**src/rtl/capctl.sv**
```systemverilog
module capctl #(
  parameter int AW = 15
) (
  input  logic          clk,
  input  logic          rst_n,
  input  logic          init,
  input  logic          arm,
  input  logic          stop,
  input  logic          smp_en,
  input  logic          trig,
  input  logic [2:0]    delay_sel,
  input  logic          read_n,
  input  logic          rclk,
  output logic [AW-1:0] mem_addr,
  output logic          mem_we,
  output logic          write_n,
  output logic [AW-1:0] last_addr
);

  typedef enum logic [1:0] {S_IDLE, S_CAP, S_DONE} st_t;

  st_t           st;
  logic [AW-1:0] waddr, rptr, cnt;
  logic          tseen, rclk_q;
  logic          idle, cap, rd_mode, rise, hit;

  function automatic logic [AW-1:0] post_len(input logic [2:0] c);
    case (c)
      3'd0:    post_len = AW'(1);
      3'd7:    post_len = '1;
      default: post_len = AW'(32'd1 << (2 * 32'(c) + 2));
    endcase
  endfunction

  assign idle    = (st == S_IDLE);
  assign cap     = (st == S_CAP);
  assign mem_we  = cap & smp_en & ~stop & ~init;
  assign write_n = ~cap;
  assign rd_mode = ~read_n & ~cap;
  assign rise    = rclk & ~rclk_q;
  assign hit     = mem_we & trig & ~tseen;
  assign mem_addr = rd_mode ? rptr : waddr;

  always_ff @(posedge clk or negedge rst_n) begin
    if (!rst_n) begin
      st        <= S_IDLE;
      waddr     <= '0;
      rptr      <= '0;
      cnt       <= '0;
      tseen     <= 1'b0;
      last_addr <= '0;
      rclk_q    <= 1'b0;
    end else begin
      rclk_q <= rclk;
      if (init) begin
        st        <= S_IDLE;
        waddr     <= '0;
        rptr      <= '0;
        cnt       <= '0;
        tseen     <= 1'b0;
        last_addr <= '0;
      end else begin
        if (rd_mode && rise) rptr <= rptr + 1'b1;
        case (st)
          S_IDLE: if (arm) st <= S_CAP;
          S_CAP: begin
            if (stop) begin
              st <= S_DONE;
            end else if (mem_we) begin
              waddr     <= waddr + 1'b1;
              last_addr <= waddr;
              if (hit) begin
                tseen <= 1'b1;
                cnt   <= post_len(delay_sel);
              end else if (tseen) begin
                cnt <= cnt - 1'b1;
                if (cnt == AW'(1)) st <= S_DONE;
              end
            end
          end
          default: ;
        endcase
      end
    end
  end

endmodule


```
**config.mk**
```make
export PLATFORM = sky130hd
export DESIGN_NAME = capctl
export DESIGN_NICKNAME = d
export VERILOG_FILES = /design/src/rtl/capctl.sv
export SDC_FILE = /design/constraint.sdc
export NUM_CORES = 1
export LEC_CHECK = 0
export CORE_MARGIN = 5
export CORE_UTILIZATION = 51
export DETAILED_ROUTE_END_ITERATION = 12
export GPL_TIMING_DRIVEN = 0
export PLACE_DENSITY = 0.77
export REMOVE_ABC_BUFFERS = 1
export SKIP_LAST_GASP = 1
export SLEW_MARGIN = 25
export SYNTH_ARGS = -nofsm -noshare
export SYNTH_HDL_FRONTEND = slang
export SYNTH_SLANG_ARGS = --single-unit
```
**constraint.sdc**
```tcl
create_clock -name clk -period 2.1 [get_ports clk]
set_input_delay 0.63 -clock clk [delete_from_list [all_inputs] [get_ports clk]]
set_output_delay 0.63 -clock clk [all_outputs]
set_load 0.05 [all_outputs]
```
==> results of run 1 <==
placed cells by master, fill, tap and decap left out, types with 6 or more instances in the layout:
cell type,count
buf_4,8
xnor2_1,15
o21ai_0,21
inv_1,8
dlygate4sd2_1,18
xor2_1,9
nor3_1,14
nand3_1,11
buf_6,11
dfrtp_1,62
mux2_4,11
a21oi_1,24
clkbuf_8,10
and3_1,6
or3_1,8
nor2_1,45
nand2_1,58
cell type report:
type | instances | area (um2) | area share
Clock buffer | 11 | 141 | 0.0310
Clock inverter | 5 | 80.1 | 0.0175
Inverter | 10 | 37.5 | 0.00823
Multi-Input combinational cell | 316 | 2060 | 0.451
Sequential cell | 64 | 1600 | 0.352
Tap cell | 96 | 120 | 0.0263
Timing Repair Buffer | 52 | 523 | 0.115
per-layer routing:
layer | vias to the layer above | track usage | wire [um]
met3 | 13 | 0.0489 | 413
met4 | 0 | 0.0529 | 114
met5 | - | 0 | 0
met2 | 72 | 0.363 | 4570
met1 | 1557 | 0.275 | 3990
li1 | 1526 | - | -
power groups by stage:
stage | sequential (mW) | combinational, mW | clock (mW)
floorplan | 1.27 | 0.119 | 0
finish | 1.25 | 0.277 | 1.18
detailed placement | 1.28 | 0.231 | 0
CTS | 1.25 | 0.265 | 1.20
global placement | 1.28 | 0.219 | 0
global route | 1.26 | 0.301 | 1.26
state kept, by name (all words and copies together), names as in the netlist:
| register | cells |
|---|---|
| cnt | 15 |
| last_addr | 15 |
| rclk_q | 1 |
| rptr | 15 |
| st | 2 |
| tseen | 1 |
| waddr | 15 |
critical path, delay by kind of cell, from the launching register on:
family        cells  cell delay, ns
simple gates      2            0.41
flops             1            0.40
mux               1            0.33
buf+inv           1            0.15
metrics by stage:
stage	TNS (ns)	total power, mW	setup WS, ns	util
floorplan	-13.23	1.39	-0.982	-
global placement	-200.82	1.50	-2.33	0.595
detailed placement	-60.40	1.51	-1.82	0.600
CTS	-2.27	2.72	-0.178	0.654
global route	-3.36	2.82	-0.208	0.664
finish	-1.97	2.71	-0.162	0.664
cell usage after synthesis (2+ instances only):
| cell | number | area (um2) |
|---|---|---|
| dfrtp_1 | 64 | 1600 |
| nand2_1 | 59 | 221 |
| nor2_1 | 45 | 169 |
| o21ai_0 | 25 | 125 |
| a21oi_1 | 24 | 120 |
| nor3_1 | 16 | 80.1 |
| xnor2_1 | 15 | 131 |
| clkbuf_1 | 14 | 52.6 |
| mux2_2 | 13 | 146 |
| nand3_1 | 11 | 55.1 |
| inv_1 | 10 | 37.5 |
| xor2_1 | 9 | 78.8 |
| or3_1 | 8 | 50.1 |
| and3_1 | 6 | 37.5 |
| a31oi_1 | 5 | 31.3 |
| and2_1 | 5 | 31.3 |
| buf_2 | 5 | 25.0 |
| ha_1 | 5 | 62.6 |
| nand2b_1 | 5 | 31.3 |
| o31ai_1 | 5 | 37.5 |
| a21o_1 | 4 | 30.0 |
| and4_1 | 4 | 35.0 |
| nand4_1 | 4 | 25.0 |
| nor2b_1 | 4 | 25.0 |
| a211oi_1 | 3 | 22.5 |
| a22o_1 | 3 | 26.3 |
| a41oi_1 | 3 | 26.3 |
| a22oi_1 | 2 | 15.0 |
| nand4b_1 | 2 | 17.5 |
| nor3b_2 | 2 | 25.0 |
| nor4_1 | 2 | 12.5 |
| o21ai_1 | 2 | 10.0 |
| o41ai_1 | 2 | 17.5 |
| or2_2 | 2 | 12.5 |
final timing paths:
kind,endpoint,slack [ns]
max in group asynchronous,last_addr[9],1.39
setup / recovery,mem_addr[1],-0.16
setup reg to reg,waddr[6],0.13
min in group clk,last_addr[1],0.52
hold / removal,rptr[3],0.17
hold reg to reg,last_addr[1],0.52
kinds of logic (layout without fill, tap and decap cells):
kind of cell | after synthesis | count (layout) | synth area share
AND/OR/NAND/NOR | 186 | 190 | 0.266
flip-flops | 64 | 64 | 0.442
adder cells (fa/ha/maj) | 5 | 5 | 0.0173
XOR/XNOR | 24 | 24 | 0.0580
buffers and inverters | 30 | 78 | 0.0349
multiplexers | 14 | 14 | 0.0431
AO/OA/AOI/OAI | 83 | 83 | 0.139
repair_timing:
action,in CTS,in global routing
pin swaps,2,2
setup endpoints to repair,80,33
hold buffers,0,0
gates resized for setup,175,16
setup buffers,3,4
gates cloned,4,0
==> flow_summary_export.csv, run 1 <==
group,metric,value,unit
global_route,antenna_found_initial,0,
global_route,first_global_vias,3001,
drt,wirelength,9090,um
worst_setup_path,worst_ep_required_time,1.47,ns
clock_tree,clkSlewWorstSetupHoldPaths,0.08,ns
clock_tree,root_buffer,"clkbuf_8",
yosys,synth_cell_types,52,
flow_run,drv_cap,0,
yosys,yosysSeqAreaShare,0.442,
global_route,grt_pass1_wl,14800,um
run_status,violations,"setup timing",
worst_setup_path,startpoint,"st[1]",
timing,worst_slack,-0.162,ns
drt,viasPerCell,5.72,
floorplan,ios,44,
clock_tree,tritoncts,"yes",
timing,grt_setup_unrepaired,"yes",
yosys,ys_ff_latch,64,
worst_setup_path,crit_fanout,6,
worst_setup_path,critical_path_class,"register to output pin",
timing,fin_crit,2.26,ns
yosys,netlist_instances,406,
worst_setup_path,rr_startpoint,"st[0]",
placement,numPortBuffers,43,
global_route,grt_max_degree,41,
timing,skew,0.0120,ns
finish,drive_above_1_share,0.199,
floorplan,die_y,94.3,um
placement,hpwl,5910,um
yosys,synth_area,3620,um2
finish,nNetsFinal,470,
drt,route.detailed.drc,0,
hold_path,min_path_type,"input pin to async pin",
yosys,yosys_most_used_dff,"dfrtp_1",
clock_tree,htreeDepth,3,
placement,dp.cells,527,
clock_tree,worstSkewPairLatency,0.34,ns
timing,setup_viol,17,
worst_setup_path,path_cells,"nand2b_4 -> and2_4 -> mux2_4 -> buf_8",
timing,fin_crit_sh,1.08,
drt,vias,3168,
power_and_ir_drop,vdd_drop_max,0.361,mV
power_and_ir_drop,p_clk_frac,0.436,
clock_tree,cts_made_buffers,9,
power_and_ir_drop,p_leak,2.05,nW
worst_setup_path,worst_setup_path_start_kind,"register",
floorplan,die_w,94.3,um
worst_setup_path,cp_slowest_stage_delay,0.40,ns
worst_setup_path,cp-end-kind,"output pin",
run_status,status,"finished, violations left",
clock_tree,clock-sinks,64,
power_and_ir_drop,power.density,594,nW/um2
yosys,avgSynthCellArea,8.93,um2
worst_setup_path,cp_slowest_cell,"dfrtp_2",
power_and_ir_drop,combPwrFrac,0.102,
placement,placed_area,4120,um2
global_route,gr-total-overflow,0,
drt,dr.pass1.iters,4,
worst_setup_path,arrival,1.63,ns
timing,final_hold_viol_count,0,
power_and_ir_drop,internal-power,2.05,mW
power_and_ir_drop,p_sw,666,uW
timing,slew_violations,0,
placement,place_congestion,0.888,
timing,clock.fmax,442,MHz
floorplan,start_util,0.528,
finish,fill_cells,572,
power_and_ir_drop,p_sw_frac,0.246,
yosys,ys_async_sr_fraction,1.00,
yosys,synth_edf_count,0,
floorplan,core_area,6870,um2
power_and_ir_drop,p_seq_frac,0.462,
drt,final_antenna_net_count,0,
timing,whs,0.175,ns
clock_tree,clk_path_buf_depth,2,
floorplan,die_area,8890,um2
finish,areaGrowthSynthToFinish,25.9,%
timing,worst_pin_slew,0.543,ns
finish,instances_no_fill,554,
floorplan,row_count,30,
timing,maxSlewHeadroom,0.633,
yosys,synth_warnings,0,
drt,post_drt_wl_per_cell,16.4,um
global_route,grt.total_usage,0.213,
worst_setup_path,r2r.worst_path.cells,6,
finish,diodes,0,
drt,drt_iter0_drc,259,
finish,design_area,4560,um2
No activity file was read; power rests on OpenSTA's default activity.
==> run 2: changes to the inputs <==
--- a/config.mk
+++ b/config.mk
@@ -5,11 +5,14 @@
 export SDC_FILE = /design/constraint.sdc
 export NUM_CORES = 1
 export LEC_CHECK = 0
+export CELL_PAD_IN_SITES_DETAIL_PLACEMENT = 2
+export CELL_PAD_IN_SITES_GLOBAL_PLACEMENT = 2
 export CORE_MARGIN = 5
-export CORE_UTILIZATION = 51
+export CORE_UTILIZATION = 31
+export CTS_BUF_LIST = sky130_fd_sc_hd__clkbuf_4 sky130_fd_sc_hd__clkbuf_8 sky130_fd_sc_hd__clkbuf_16
 export DETAILED_ROUTE_END_ITERATION = 12
 export GPL_TIMING_DRIVEN = 0
-export PLACE_DENSITY = 0.77
+export PLACE_DENSITY_LB_ADDON = 0.1
 export REMOVE_ABC_BUFFERS = 1
 export SKIP_LAST_GASP = 1
 export SLEW_MARGIN = 25
==> flow_summary_export.csv, run 2 (synthesis gave the netlist of run 1 again) <==
group,metric,value,unit
run_status,status,"finished, violations left",
run_status,violations,"setup timing",
power_and_ir_drop,p_leak,2.18,nW
drt,vias,3298,
worst_setup_path,worst_ep_required_time,1.47,ns
drt,wirelength,12100,um
floorplan,die_area,14000,um2
global_route,grt.total_usage,0.176,
placement,place_congestion,0.767,
power_and_ir_drop,internal-power,2.43,mW
timing,whs,0.208,ns
floorplan,row_count,39,
clock_tree,clk_path_buf_depth,2,
power_and_ir_drop,p_sw_frac,0.236,
timing,worst_slack,-0.145,ns
floorplan,ios,44,
drt,route.detailed.drc,0,
power_and_ir_drop,p_sw,751,uW
timing,grt_setup_unrepaired,"yes",
finish,nNetsFinal,481,
timing,fin_crit,2.24,ns
worst_setup_path,critical_path_buf_inv_count,1,
placement,placed_area,4170,um2
worst_setup_path,cp_slowest_stage_delay,0.42,ns
clock_tree,htreeDepth,3,
global_route,grt_max_degree,62,
timing,final_hold_viol_count,0,
global_route,antenna_found_initial,0,
timing,fin_crit_sh,1.07,
global_route,grt_pass1_wl,19800,um
clock_tree,clkSlewWorstSetupHoldPaths,0.05,ns
finish,design_area,4860,um2
finish,drive_above_1_share,0.247,
floorplan,die_w,118,um
worst_setup_path,critical_path_class,"register to output pin",
timing,skew,0.00617,ns
drt,final_antenna_net_count,0,
timing,maxSlewHeadroom,0.549,
floorplan,core_area,11400,um2
finish,layout_common_cells,"61 x dfrtp_1, 58 x nand2_1, 44 x nor2_1",
finish,diodes,0,
placement,hpwl,7500,um
worst_setup_path,cp-end-kind,"output pin",
timing,setup_viol,16,
timing,slew_violations,0,
finish,areaGrowthSynthToFinish,34.2,%
timing,worst_pin_slew,0.667,ns
worst_setup_path,arrival,1.61,ns
drt,dr.pass1.iters,6,
drt,viasPerCell,5.39,
clock_tree,clock-sinks,64,
worst_setup_path,r2r.worst_path.cells,5,
floorplan,die_y,118,um
worst_setup_path,worst_setup_path_start_kind,"register",
clock_tree,tritoncts,"yes",
power_and_ir_drop,vdd_drop_max,0.406,mV
worst_setup_path,path_cells,"nand2b_4 -> and2_4 -> mux2_4 -> buf_8",
worst_setup_path,rr_startpoint,"cnt[3]",
placement,numPortBuffers,43,
power_and_ir_drop,p_clk_frac,0.504,
worst_setup_path,startpoint,"st[1]",
power_and_ir_drop,p_seq_frac,0.396,
floorplan,start_util,0.317,
drt,drt_iter0_drc,135,
hold_path,min_path_type,"input pin to async pin",
clock_tree,cts_hold_buf,0,
power_and_ir_drop,power.density,653,nW/um2
power_and_ir_drop,combPwrFrac,0.100,
global_route,first_global_vias,3570,
clock_tree,root_buffer,"clkbuf_16",
timing,clock.fmax,445,MHz
worst_setup_path,crit_cells,4,
finish,layout_commonest_cell,"dfrtp_1",
flow_run,drv_cap,0,
worst_setup_path,cp_slowest_cell,"dfrtp_2",
clock_tree,worstSkewPairLatency,0.34,ns
drt,post_drt_wl_per_cell,19.8,um
worst_setup_path,critPathTopFamily,"flip-flops",
worst_setup_path,crit_fanout,6,
global_route,gr-total-overflow,0,
clock_tree,cts_made_buffers,9,
==> run 2: changes by cell type in the layout (fill, tap and decap cells not counted), sizes merged <==
| cell | delta |
|---|---|
| clkbuf | +3 |
| bufinv | -1 |
| dlygate4sd2 | -2 |
| buf | +12 |
| nand4bb | +1 |
| clkinvlp | -2 |
==> run 2: routing by layer <==
layer / track usage / share of wire / vias to the layer above
met5: 0 / 0 / -
met4: 0.0581 / 0.018 / 0
met3: 0.0344 / 0.025 / 20
met2: 0.299 / 0.51 / 42
met1: 0.224 / 0.45 / 1686
li1: - / - / 1550
==> run 2: cell type report <==
type                    instances  area, um2
clock buffers                  14        288
clock inverters                 2       35.0
fillers                      1224       6550
inverters                      10       40.0
multi-input cells             317       2130
flip-flops and latches         64       1610
well taps                     143        179
repair buffers                 62        589
==> run 2: power by group through the flow <==
stage / sequential, mW / clock, mW / combinational [mW]
floorplan: 1.27 / 0 / 0.119
global placement: 1.28 / 0 / 0.237
detailed placement: 1.28 / 0 / 0.248
CTS: 1.26 / 1.65 / 0.299
global route: 1.26 / 1.71 / 0.348
finish: 1.26 / 1.60 / 0.317
==> run 2: what timing repair did <==
action | CTS | global route
pin swaps | 4 | 3
setup endpoints to repair | 62 | 36
resized for setup | 184 | 27
hold endpoints to repair | 0 | 0
gates cloned | 4 | 1
setup buffers | 11 | 7
==> run 2: worst paths after layout <==
path	end	slack (ns)
max in group asynchronous	cnt[0]	1.34
worst min register to register	last_addr[11]	0.52
worst max register to register	cnt[13]	0.09
min in group clk	last_addr[11]	0.52
worst min-delay path	rptr[3]	0.21
worst max-delay path	mem_addr[11]	-0.14
==> run 2: stage by stage <==
step / setup slack [ns] / instances / total power [mW] / utilization / TNS [ns]
after floorplan: -0.982 / 386 / 1.39 / - / -13.23
after global placement: -2.62 / 572 / 1.51 / 0.363 / -245.20
after detailed placement: -1.71 / 573 / 1.53 / 0.365 / -54.22
after CTS: -0.153 / 604 / 3.21 / 0.415 / -1.97
after global routing: -0.194 / 612 / 3.32 / 0.426 / -2.57
final: -0.145 / 612 / 3.18 / 0.426 / -1.58
